<file path="config.mk">
export PLATFORM = sky130hd
export DESIGN_NAME = ror_exec_unit
export DESIGN_NICKNAME = d
export VERILOG_FILES = /design/src/rtl/ror_pkg.sv /design/src/rtl/ror_rotate.sv /design/src/rtl/ror_addr_gen.sv /design/src/rtl/ror_decode.sv /design/src/rtl/ror_exec_unit.sv
export SDC_FILE = /design/constraint.sdc
export NUM_CORES = 1
export LEC_CHECK = 0
export ABC_AREA = 1
export BUFFER_PORTS_ARGS = -buffer_cell sky130_fd_sc_hd__buf_2
export CORE_MARGIN = 8
export CORE_UTILIZATION = 42
export CTS_CLUSTER_SIZE = 25
export DETAILED_ROUTE_END_ITERATION = 8
export PLACE_DENSITY = 0.75
export SKIP_CTS_REPAIR_TIMING = 1
export SYNTH_ARGS = -nofsm -noshare
export SYNTH_HDL_FRONTEND = slang
export SYNTH_SLANG_ARGS = --single-unit
</file>
<file path="constraint.sdc">
create_clock -name clk -period 1.1 [get_ports clk]
set_input_delay 0.22 -clock clk [delete_from_list [all_inputs] [get_ports clk]]
set_output_delay 0.22 -clock clk [all_outputs]
set_load 0.01 [all_outputs]
</file>
<file path="src/rtl/ror_pkg.sv">
// Package ror_pkg
// Shared encodings for the rotate-right execution unit: opcode bytes,
// addressing forms and the bit layout of the flag vector.
// Assumes 8-bit opcode bytes regardless of the data width.
package ror_pkg;

    localparam logic [7:0] OPC_PREFIX = 8'hCE;
    localparam logic [7:0] OPC_ACC    = 8'h9C;
    localparam logic [7:0] OPC_BREG   = 8'h9D;
    localparam logic [7:0] OPC_PAGE   = 8'h9E;
    localparam logic [7:0] OPC_PTR    = 8'h9F;

    // Flag vector bit positions
    localparam int FLG_Z = 0;
    localparam int FLG_C = 1;
    localparam int FLG_V = 2;
    localparam int FLG_S = 3;

    typedef enum logic [1:0] {
        FORM_ACC  = 2'd0,
        FORM_BREG = 2'd1,
        FORM_PAGE = 2'd2,
        FORM_PTR  = 2'd3
    } ror_form_e;

endpackage

</file>
<file path="src/rtl/ror_rotate.sv">
// Module ror_rotate
// Combinational rotate-right-by-one of a DATA_W-bit operand, with the
// zero indication and the top bit of the rotated value.
// Assumes DATA_W >= 2.
module ror_rotate #(
    parameter int DATA_W = 8
) (
    input  logic [DATA_W-1:0] operand,
    output logic [DATA_W-1:0] rotated,
    output logic              is_zero,
    output logic              top_bit
);
    // Rotate and derive the flag sources
    always_comb begin
        rotated = {operand[0], operand[DATA_W-1:1]};
        is_zero = (rotated == '0);
        top_bit = rotated[DATA_W-1];
    end
endmodule

</file>
<file path="src/rtl/ror_addr_gen.sv">
// Module ror_addr_gen
// Forms the memory address for the two memory forms: bank:page:immediate
// or bank:pointer. Assumes address width is three data widths.
module ror_addr_gen
    import ror_pkg::*;
#(
    parameter int DATA_W = 8,
    localparam int ADDR_W = 3 * DATA_W
) (
    input  ror_form_e           form,
    input  logic [DATA_W-1:0]   bank,
    input  logic [DATA_W-1:0]   page,
    input  logic [DATA_W-1:0]   imm,
    input  logic [2*DATA_W-1:0] ptr,
    output logic [ADDR_W-1:0]   addr
);
    // Select the address composition for the decoded form
    always_comb begin
        if (form == FORM_PAGE) addr = {bank, page, imm};
        else                   addr = {bank, ptr};
    end
endmodule

</file>
<file path="src/rtl/ror_decode.sv">
// Module ror_decode
// Recognises the prefixed rotate-right opcodes and reports the addressing
// form, whether it touches memory and its total length in cycles.
// Assumes CNT_W can hold the largest cycle count.
module ror_decode
    import ror_pkg::*;
#(
    parameter int CYC_REG  = 12,
    parameter int CYC_PTR  = 16,
    parameter int CYC_PAGE = 20,
    parameter int CNT_W    = 5
) (
    input  logic [7:0]       prefix,
    input  logic [7:0]       code,
    output logic             valid,
    output ror_form_e        form,
    output logic             is_mem,
    output logic [CNT_W-1:0] cycles
);
    // Map the second opcode byte to form and length
    always_comb begin
        valid  = (prefix == OPC_PREFIX);
        form   = FORM_ACC;
        is_mem = 1'b0;
        cycles = CNT_W'(CYC_REG);
        case (code)
            OPC_ACC:  form = FORM_ACC;
            OPC_BREG: form = FORM_BREG;
            OPC_PAGE: begin
                form   = FORM_PAGE;
                is_mem = 1'b1;
                cycles = CNT_W'(CYC_PAGE);
            end
            OPC_PTR: begin
                form   = FORM_PTR;
                is_mem = 1'b1;
                cycles = CNT_W'(CYC_PTR);
            end
            default: valid = 1'b0;
        endcase
    end
endmodule

</file>
<file path="src/rtl/ror_exec_unit.sv">
// Module ror_exec_unit
// Executes the rotate-right instruction family. On an accepted start it
// latches form, address and (for register forms) the operand, then counts
// down the form's cycle length. Memory forms read in cycle 2, capture data
// in cycle 3 and write back in the cycle before done. Results, write enables
// and flags are registered and appear in the done cycle.
// Assumes every cycle length is at least 4 and the bus returns read data
// one cycle after the strobe.
module ror_exec_unit
    import ror_pkg::*;
#(
    parameter int DATA_W   = 8,
    parameter int CYC_REG  = 12,
    parameter int CYC_PTR  = 16,
    parameter int CYC_PAGE = 20,
    localparam int ADDR_W  = 3 * DATA_W,
    localparam int CNT_W   = $clog2(CYC_PAGE + 1)
) (
    input  logic                clk,
    input  logic                rst_n,
    input  logic                start,
    input  logic [7:0]          op_prefix,
    input  logic [7:0]          op_code,
    input  logic [DATA_W-1:0]   op_imm,
    input  logic [DATA_W-1:0]   reg_a,
    input  logic [DATA_W-1:0]   reg_b,
    input  logic [DATA_W-1:0]   addr_bank,
    input  logic [DATA_W-1:0]   addr_page,
    input  logic [2*DATA_W-1:0] addr_ptr,
    input  logic [3:0]          flags_in,
    output logic                busy,
    output logic                done,
    output logic                illegal,
    output logic [DATA_W-1:0]   result,
    output logic                reg_a_we,
    output logic                reg_b_we,
    output logic                flags_we,
    output logic [3:0]          flags_out,
    output logic [ADDR_W-1:0]   mem_addr,
    output logic                mem_rd,
    output logic                mem_wr,
    output logic [DATA_W-1:0]   mem_wdata,
    input  logic [DATA_W-1:0]   mem_rdata
);
    logic             dec_valid;
    ror_form_e        dec_form;
    logic             dec_mem;
    logic [CNT_W-1:0] dec_cycles;
    logic [ADDR_W-1:0] gen_addr;
    logic [DATA_W-1:0] rot_val;
    logic              rot_zero;
    logic              rot_top;

    logic              run_q;
    ror_form_e         form_q;
    logic              mem_q;
    logic [CNT_W-1:0]  cnt_q;
    logic [ADDR_W-1:0] addr_q;
    logic [DATA_W-1:0] opnd_q;
    logic              rd_q;
    logic              rd_pend_q;
    logic              wr_q;
    logic              done_q;
    logic              ill_q;
    logic              we_a_q;
    logic              we_b_q;
    logic [DATA_W-1:0] res_q;
    logic              zf_q;
    logic              top_q;

    ror_decode #(
        .CYC_REG (CYC_REG),
        .CYC_PTR (CYC_PTR),
        .CYC_PAGE(CYC_PAGE),
        .CNT_W   (CNT_W)
    ) decode_i (
        .prefix(op_prefix),
        .code  (op_code),
        .valid (dec_valid),
        .form  (dec_form),
        .is_mem(dec_mem),
        .cycles(dec_cycles)
    );

    ror_addr_gen #(.DATA_W(DATA_W)) addr_i (
        .form(dec_form),
        .bank(addr_bank),
        .page(addr_page),
        .imm (op_imm),
        .ptr (addr_ptr),
        .addr(gen_addr)
    );

    ror_rotate #(.DATA_W(DATA_W)) rot_i (
        .operand(opnd_q),
        .rotated(rot_val),
        .is_zero(rot_zero),
        .top_bit(rot_top)
    );

    // Sequencer: accept, count down, bus strobes, registered completion
    always_ff @(posedge clk) begin
        if (!rst_n) begin
            run_q     <= 1'b0;
            form_q    <= FORM_ACC;
            mem_q     <= 1'b0;
            cnt_q     <= '0;
            addr_q    <= '0;
            opnd_q    <= '0;
            rd_q      <= 1'b0;
            rd_pend_q <= 1'b0;
            wr_q      <= 1'b0;
            done_q    <= 1'b0;
            ill_q     <= 1'b0;
            we_a_q    <= 1'b0;
            we_b_q    <= 1'b0;
            res_q     <= '0;
            zf_q      <= 1'b0;
            top_q     <= 1'b0;
        end else begin
            rd_q   <= 1'b0;
            wr_q   <= 1'b0;
            done_q <= 1'b0;
            ill_q  <= 1'b0;
            we_a_q <= 1'b0;
            we_b_q <= 1'b0;
            if (!run_q) begin
                if (start && !done_q) begin
                    if (dec_valid) begin
                        run_q  <= 1'b1;
                        form_q <= dec_form;
                        mem_q  <= dec_mem;
                        cnt_q  <= dec_cycles - CNT_W'(2);
                        addr_q <= gen_addr;
                        opnd_q <= (dec_form == FORM_BREG) ? reg_b : reg_a;
                        rd_q   <= dec_mem;
                    end else begin
                        ill_q <= 1'b1;
                    end
                end
            end else begin
                cnt_q     <= cnt_q - CNT_W'(1);
                rd_pend_q <= rd_q;
                if (rd_pend_q) opnd_q <= mem_rdata;
                if (mem_q && cnt_q == CNT_W'(2)) wr_q <= 1'b1;
                if (cnt_q == CNT_W'(1)) begin
                    run_q  <= 1'b0;
                    done_q <= 1'b1;
                    res_q  <= rot_val;
                    zf_q   <= rot_zero;
                    top_q  <= rot_top;
                    we_a_q <= (form_q == FORM_ACC);
                    we_b_q <= (form_q == FORM_BREG);
                end
            end
        end
    end

    // Output assembly; overflow passes straight through
    always_comb begin
        busy             = run_q | done_q;
        done             = done_q;
        illegal          = ill_q;
        result           = res_q;
        reg_a_we         = we_a_q;
        reg_b_we         = we_b_q;
        flags_we         = done_q;
        flags_out[FLG_Z] = zf_q;
        flags_out[FLG_C] = top_q;
        flags_out[FLG_V] = flags_in[FLG_V];
        flags_out[FLG_S] = top_q;
        mem_addr         = addr_q;
        mem_rd           = rd_q;
        mem_wr           = wr_q;
        mem_wdata        = rot_val;
    end
endmodule

</file>
==> After elaboration in Yosys (flattened, before gate mapping) <==
Index checks and enable logic that the tools add are counted.
{ "op_classes": {"n_addsub": 2, "n_mul": 0, "div": 0, "n_lt_le_gt_ge": 0, "eq_ne": 11, "shift": 0, "muxes": 20, "bitwise_logic": 5, "n_reduce_logical": 17} }
{ "op_table": {"columns": ["cell", "count"], "rows": [
  ["8-bit equality test (second input constant)", 5],
  ["8-bit two-way mux", 5],
  ["16-bit two-way mux", 1],
  ["5-bit two-way mux", 3],
  ["5-bit one-hot mux with 2 select lines", 1],
  ["1-bit two-way mux", 9],
  ["3-bit AND reduction", 3],
  ["8-bit zero test", 1],
  ["4-bit OR reduction", 2],
  ["2-bit one-hot mux with 3 select lines", 1],
  ["2-bit AND reduction", 3],
  ["5-bit by 1-bit equality test with 1-bit output (second input constant)", 1],
  ["5-bit by 2-bit equality test with 1-bit output (second input constant)", 1],
  ["5-bit by 1-bit subtractor with 5-bit output (second input constant)", 1],
  ["5-bit by 2-bit subtractor with 5-bit output (second input constant)", 1],
  ["2-bit by 1-bit equality test with 1-bit output (second input constant)", 2],
  ["1-bit NOT", 4],
  ["2-bit nonzero test", 2],
  ["3-bit OR reduction", 1],
  ["2-bit equality test (second input constant)", 1],
  ["1-bit logical AND", 2],
  ["2-bit zero test", 1],
  ["2-bit by 1-bit != test with 1-bit output (second input constant)", 1],
  ["2-bit OR reduction", 1],
  ["other kinds (2)", 2]
]} }
{ "totals": {"ff_bits": 58, "latchBits": 0, "ram_bits": 0, "rom_bits": 0, "input_bits": 87, "output_inout_bits": 52, "wordCells": 71, "n_memories": 0} }

==> Logic depth before layout (Yosys ltp) <==
Gate-level depths: netlist of the first run.
{ "depth": {"word_depth": 7, "depth_mapped": 9, "mapped_depth_nobuf": 9} }

==> Modules after synthesis <==
A second synthesis of the first run with hierarchy kept.
{ "hier_totals": {"cells_unflattened": 449, "area_unflattened_um2": 3088.0} }
{ "modules_own_cells": {"columns": ["mod", "n_inst", "cells_per_inst", "area_each_um2", "seq_area_each_um2"], "rows": [
  ["ror_exec_unit", 1, 340, 2509.9, 1161.1],
  ["ror_addr_gen", 1, 62, 344.1, 0.0],
  ["ror_decode", 1, 31, 140.1, 0.0],
  ["ror_rotate", 1, 16, 93.8, 0.0]
]} }

==> Worst setup path after synthesis of the first run <==
No wires, ideal clock.
{ "synth_timing": {"path_kind": "reg-to-reg", "start": "reg cnt_q[1]", "end": "reg res_q[0], in the netlist result[0]", "setup_time_ns": 0.126, "arrival_ns": 1.078, "required_ns": 0.974, "slack_ns": -0.104, "stages_incl_launch_ff": 8, "n_path_buf": 1, "period_less_slack_ns": 1.204, "path_cell_list": "dfxtp_1 > inv_1 > ha_1 > nand4_1 > nor2_1 > inv_1 > clkbuf_1 > o21ai_0"} }
{ "synth_between": {"elab_chain_cells": 2} }
{ "synth_lines": {"columns": ["element", "line_no", "rtl"], "rows": [
  ["start: declaration", "ror_exec_unit.sv:57", "logic [CNT_W-1:0] cnt_q;"],
  ["start signal: assignment", "ror_exec_unit.sv:133", "cnt_q <= dec_cycles - CNT_W'(2);"],
  ["start signal: assignment", "ror_exec_unit.sv:142", "cnt_q <= cnt_q - CNT_W'(1);"],
  ["5-bit by 1-bit equality test with 1-bit output", "ror_exec_unit.sv:146", "if (cnt_q == CNT_W'(1)) begin"],
  ["2-bit AND reduction (no line)", null, null],
  ["end signal: assignment", "ror_exec_unit.sv:149", "res_q <= rot_val;"],
  ["end: declaration", "ror_exec_unit.sv:67", "logic [DATA_W-1:0] res_q;"]
]} }
Every way passes these cells.
A chain may end at the register's enable or synchronous reset.

==> Worst setup path after layout of the first run <==
{ "layout_timing": {"start": "reg run_q", "end": "out busy"} }
{ "layout_between": {"elab_chain_cells": 1} }
{ "layout_lines": {"columns": ["element", "line_no", "rtl"], "rows": [
  ["start: declaration", "ror_exec_unit.sv:54", "logic run_q;"],
  ["start signal: assignment", "ror_exec_unit.sv:104", "run_q <= 1'b0;"],
  ["start signal: assignment", "ror_exec_unit.sv:130", "run_q <= 1'b1;"],
  ["start signal: assignment", "ror_exec_unit.sv:147", "run_q <= 1'b0;"],
  ["1-bit bitwise OR", "ror_exec_unit.sv:161", "busy = run_q | done_q;"],
  ["end: declaration", "ror_exec_unit.sv:31", "output logic busy,"]
]} }
Every way passes these cells.

==> results.sh, run 1 <==
export IMPL_grt_overflow_total=0
export IMPL_clock_sinks=57
export IMPL_ys_warn_count=0
export IMPL_nNetsFinal=676
export IMPL_drive_gt1_frac=0.4687
export IMPL_clock_path_buffers=2
export IMPL_cp_max_fo=5
export IMPL_tritoncts="done"
export IMPL_fin_skew_ns=0.01430
export IMPL_die_area_sq_um=9689
export IMPL_layout_commonest_cell="buf_2"
export IMPL_drt_pass1_iter_count=7
export IMPL_min_period_ns=1.277
export IMPL_num_rows=30
export IMPL_min_path_type="in2reg"
export IMPL_worst_setup_path_start_kind="flip-flop"
export IMPL_clkTransAtPathRegs_ns=0.07
export IMPL_arrival_ns=1.06
export IMPL_hold_slack_ns=0.08514
export IMPL_violations="setup timing"
export IMPL_yosysUniqueCellTypes=26
export IMPL_final_cell_mix="buf_2, nand2_1, nor2_1"
export IMPL_place_hpwl_mm=6.851
export IMPL_die_width_um=98.44
export IMPL_io_pins=139
export IMPL_maxSlewViolCount=0
export IMPL_antenna_found_initial=0
export IMPL_vias=3335
export IMPL_initial_core_util=0.4272
export IMPL_grt_start_max_net_pins=26
export IMPL_maxCapViolCount=0
export IMPL_synth_top_area_frac=0.3998
export IMPL_fin_tns_setup_ns=-4.656
export IMPL_cts_root_buffer="clkbuf_8"
export IMPL_slew_headroom=0.7264
export IMPL_gr_usage_all_layers=0.1788
export IMPL_postPlaceCellArea_sq_um=3876
export IMPL_synth_async_reset_ratio=0
export IMPL_yosys_top_cells_area="dfxtp_1, nand2_1, nor2_1"
export IMPL_insertion_delay_ns=0.34
export IMPL_status="finished, violations left"
export IMPL_portBuffers=133
export IMPL_grt_pass1_wl_mm=14.17
export IMPL_synth_top_cell_by_area="dfxtp_1"
export IMPL_drt_antenna_violating_nets=0
export IMPL_setup_slack_ns=-0.1765
export IMPL_core_area_sq_um=6681
export IMPL_total_power_mw=4.456
export IMPL_gp_congestion=0.8411
export IMPL_h_tree_depth=3
export IMPL_cts_buffers=9
export IMPL_synth_flop_cell="dfxtp_1"
export IMPL_utilization=0.6719
export IMPL_ir_worst_vdd_mv=0.5779
export IMPL_grt_pass1_vias=3162
export IMPL_finalCritPeriodShare=1.160
export IMPL_cp_required_ns=0.88
export IMPL_areaGrowthSynthToFinish_pct=57.30
export IMPL_worstMarginPinSlew_ns=0.4088
export IMPL_powerDensity_nw_per_um2=992.5
export IMPL_syn_inst=424
export IMPL_end_kind="output port"
export IMPL_crit_type="reg2out"
export IMPL_syn_area_sq_um=2854
export IMPL_synth_area_per_cell_sq_um=6.731
export IMPL_synth_edf_count=0
export IMPL_setup_violations=51
export IMPL_synth_seq_cells=57
export IMPL_drtIter0Drc=132
export IMPL_wire_per_inst_um=14.05
export IMPL_drt_total_wl_mm=9.426
export IMPL_p_leak_nw=2.333
export IMPL_rsz0062_at_grt="true"
export IMPL_syn_num_nets=514
export IMPL_diodes=0
export IMPL_die_h_um=98.44
export IMPL_final_cell_area_sq_um=4489
export IMPL_timing_fmax_mhz=783.4
export IMPL_final_hold_violation_count=0
export IMPL_synth_seq_area_share=0.3998
export IMPL_drc=0
export IMPL_viasPerCell=4.970
[synth_stat cells (2+ instances only)]
cell type	n
nor3_4	2
o21ai_0	38
nand2_2	3
nand3_1	53
and3_1	2
inv_2	2
ha_1	3
nand4_1	8
a21oi_1	5
nand2_1	91
dfxtp_1	57
clkbuf_1	8
nand3b_1	8
buf_2	5
nor2_2	3
nor2_1	75
buf_4	12
nor3_1	4
inv_1	38
[logic make-up after synthesis]
family / after synthesis / synth area share
and+or+nand+nor: 252 / 0.3972
buffers and inverters: 67 / 0.1087
DFF: 57 / 0.3998
AOI/OAI and AO/OA: 44 / 0.07803
adders and majority gates: 3 / 0.01315
xor gates and xnor gates: 1 / 0.003069
[registers in the layout, summed over array words and instances, names as in the netlist]
signal / flops
result: 8
illegal: 1
mem_rd: 1
zf_q: 1
form_q: 2
reg_b_we: 1
mem_wr: 1
rd_pend_q: 1
mem_addr: 24
opnd_q: 8
cnt_q: 5
run_q: 1
mem_q: 1
reg_a_we: 1
done: 1
[area by class of cell]
type,instances,area [sq um]
sequential,57,1155
fill,553,2192
clock buffer,12,155.1
multi-input combinational,300,1695
clock inverter,4,51.30
inverter,40,183.9
tap,80,100.1
timing repair buffer,178,1149
[per-layer routing]
| metal | GRT usage | vias up | routed length (um) |
|---|---|---|---|
| li1 | - | 1677 | - |
| met5 | 0 | - | 0 |
| met4 | 0.09209 | 0 | 223 |
| met3 | 0.07188 | 24 | 846 |
| met2 | 0.2925 | 142 | 4454 |
| met1 | 0.1959 | 1492 | 3902 |
[path summary, 6_finish.rpt]
kind         cells after the start  slack (ns)                  start                         to
max reg2reg                      7       -0.14       run_q$_SDFF_PN0_     opnd_q[5]$_SDFFE_PN0P_
max                              4       -0.18       run_q$_SDFF_PN0_                       busy
min reg2reg                      1        0.48  cnt_q[0]$_SDFFE_PN0P_      cnt_q[0]$_SDFFE_PN0P_
min                              3        0.09           addr_bank[0]  mem_addr[16]$_SDFFE_PN0P_
[through the flow]
stage | setup slack (ns) | std cells
floorplan | -0.06540 | 424
global placement | -0.2504 | 648
detailed placement | -0.2729 | 648
CTS | -0.4590 | 664
global route | -0.2465 | 671
finish | -0.1765 | 671
[report_power, final]
part	internal [mW]	switching [mW]
registers	2.06	0.000363
clock network	1.17	0.827
logic	0.194	0.202
[critical path: stages, from the launching register on]
cell and delay, ns:
dfxtp_4 0.42, inv_8 0.04, buf_6 0.11, nand2_2 0.06, buf_6 0.09
Power figures use the tool's default switching activity.
==> run 2: changes to the inputs <==
Settings changed: CELL_PAD_IN_SITES_DETAIL_PLACEMENT from default to 0, CELL_PAD_IN_SITES_GLOBAL_PLACEMENT from default to 1, CORE_UTILIZATION 42 to 28.
==> results.sh, run 2 (same netlist as run 1, synthesis figures left out) <==
export IMPL_maxCapViolCount=0
export IMPL_insertion_delay_ns=0.34
export IMPL_holdPathStages=3
export IMPL_initial_core_util=0.2828
export IMPL_clock_path_buffers=2
export IMPL_min_from="addr_bank[3]"
export IMPL_worstMarginPinSlew_ns=0.3440
export IMPL_drive_gt1_frac=0.4825
export IMPL_cts_buffers=9
export IMPL_place_inst=711
export IMPL_powerDensity_nw_per_um2=1061
export IMPL_register_area_sq_um=1155
export IMPL_min_path_type="in2reg"
export IMPL_place_hpwl_mm=7.229
export IMPL_grt_pass1_wl_mm=14.60
export IMPL_clockPowerShare=0.502
export IMPL_worstReg2RegEnd="mem_addr[9]$_SDFFE_PN0P_"
export IMPL_io_pins=139
export IMPL_p_sw_frac=0.2361
export IMPL_num_rows=37
export IMPL_end_kind="output port"
export IMPL_maxSlewViolCount=0
export IMPL_grt_pass1_vias=3188
export IMPL_finalCritPeriodShare=1.150
export IMPL_drt_pass1_iter_count=4
export IMPL_clock_sinks=57
export IMPL_timing_rr_start="done$_SDFF_PN0_"
export IMPL_setup_slack_ns=-0.1654
export IMPL_cp_max_fo=5
export IMPL_rsz0062_at_grt="true"
export IMPL_violations="setup timing"
export IMPL_areaGrowthSynthToFinish_pct=64.18
export IMPL_crit_type="reg2out"
export IMPL_cts_root_buffer="clkbuf_8"
export IMPL_cp_required_ns=0.88
export IMPL_nNetsFinal=684
export IMPL_min_to="mem_addr[19]$_SDFFE_PN0P_"
export IMPL_grt_overflow_total=0
export IMPL_final_cells=735
export IMPL_combPwrFrac=0.084
export IMPL_fillers=1068
export IMPL_grt_start_max_net_pins=30
export IMPL_drt_antenna_violating_nets=0
export IMPL_core_area_sq_um=10090
export IMPL_ir_worst_vdd_mv=0.5008
export IMPL_tritoncts="done"
export IMPL_min_period_ns=1.265
export IMPL_seqPwrFrac=0.415
export IMPL_arrival_ns=1.05
export IMPL_largest_reg_flops=24
export IMPL_drc=0
export IMPL_timing_fmax_mhz=790.3
export IMPL_h_tree_depth=3
export IMPL_die_width_um=117.0
export IMPL_drtIter0Drc=160
export IMPL_die_area_sq_um=13680
export IMPL_intPower_mw=3.800
export IMPL_worst_setup_path_start_kind="flip-flop"
export IMPL_fin_skew_ns=0.01239
export IMPL_gp_congestion=0.8238
export IMPL_viasPerCell=4.399
export IMPL_vias=3233
export IMPL_status="finished, violations left"
export IMPL_diodes=0
export IMPL_p_sw_mw=1.174
export IMPL_drt_total_wl_mm=9.673
export IMPL_portBuffers=133
export IMPL_layout_commonest_cell="buf_2"
export IMPL_utilization=0.4643
export IMPL_antenna_found_initial=0
export IMPL_p_leak_nw=2.374
export IMPL_clkTransAtPathRegs_ns=0.08
export IMPL_slew_headroom=0.7707
export IMPL_gr_usage_all_layers=0.1337
export IMPL_wire_per_inst_um=13.16
export IMPL_setup_violations=55
export IMPL_final_cell_mix="buf_2, nand2_1, nor2_1, nand3_1, dfxtp_1"
export IMPL_multi_input_area_sq_um=1704
export IMPL_regToRegSetupSlack_ns=-0.16
export IMPL_die_h_um=117.0
export IMPL_final_hold_violation_count=0
export IMPL_rr_worst_depth=8
-- run 2: cell types whose count changed in the layout (fill, tap and decap cells not counted), sizes merged --
cell and delta:
bufinv +2, clkinvlp -1, buf +8, inv +3, clkinv -1, clkbuf -3
-- run 2: layer usage --
layer  vias to the layer above  GRT usage  wire length (um)
li1                       1691          -                 -
met1                      1447     0.1610              4280
met2                        86     0.2221              4596
met3                         9    0.04053               734
met4                         0    0.04437                62
met5                         -          0                 0
-- run 2: per-stage QoR --
step                hold slack, ns  setup TNS [ns]  instance area [sq um]  worst slack [ns]  total power [mW]
floorplan                   0.3549          -1.077                   2960          -0.06540             2.264
global placement            0.4401          -9.591                   3999           -0.2617             2.497
detailed placement          0.4401          -10.78                   3999           -0.2761             2.500
CTS                        0.09388          -9.182                   4248           -0.4452             5.024
global route                0.1051          -9.915                   4686           -0.2536             5.186
finish                     0.09189          -5.099                   4686           -0.1654             4.974
-- run 2: critical path: stages (launching register included) --
cell,delay [ns]
dfxtp_4,0.40
inv_4,0.04
buf_6,0.12
nand2_4,0.05
buf_6,0.09
-- run 2: power by group through the flow --
stage | sequential [mW] | combinational, mW | clock, mW
5_1_grt | 2.06 | 0.462 | 2.66
4_1_cts | 2.06 | 0.388 | 2.57
2_1_floorplan | 2.11 | 0.151 | 0
6_report | 2.06 | 0.417 | 2.49
3_3_place_gp | 2.11 | 0.384 | 0
3_5_place_dp | 2.11 | 0.387 | 0
-- run 2: worst max-delay path by stage --
stage,cells after the start,end,slack (ns),start
after floorplan,8,mem_addr[10]$_SDFFE_PN0P_,-0.07,op_code[1]
after global placement,9,mem_addr[3]$_SDFFE_PN0P_,-0.26,op_code[3]
after detailed placement,10,mem_addr[4]$_SDFFE_PN0P_,-0.28,op_code[6]
after CTS,4,busy,-0.45,run_q$_SDFF_PN0_
after global routing,8,mem_addr[9]$_SDFFE_PN0P_,-0.25,done$_SDFF_PN0_
final,4,busy,-0.17,run_q$_SDFF_PN0_
-- run 2: layout make-up --
cell class | instances | area share
Tap cell | 136 | 0.03632
Clock buffer | 9 | 0.02644
Clock inverter | 7 | 0.02670
Inverter | 40 | 0.03925
Sequential cell | 57 | 0.2465
Timing Repair Buffer | 186 | 0.2611
Multi-Input combinational cell | 300 | 0.3637
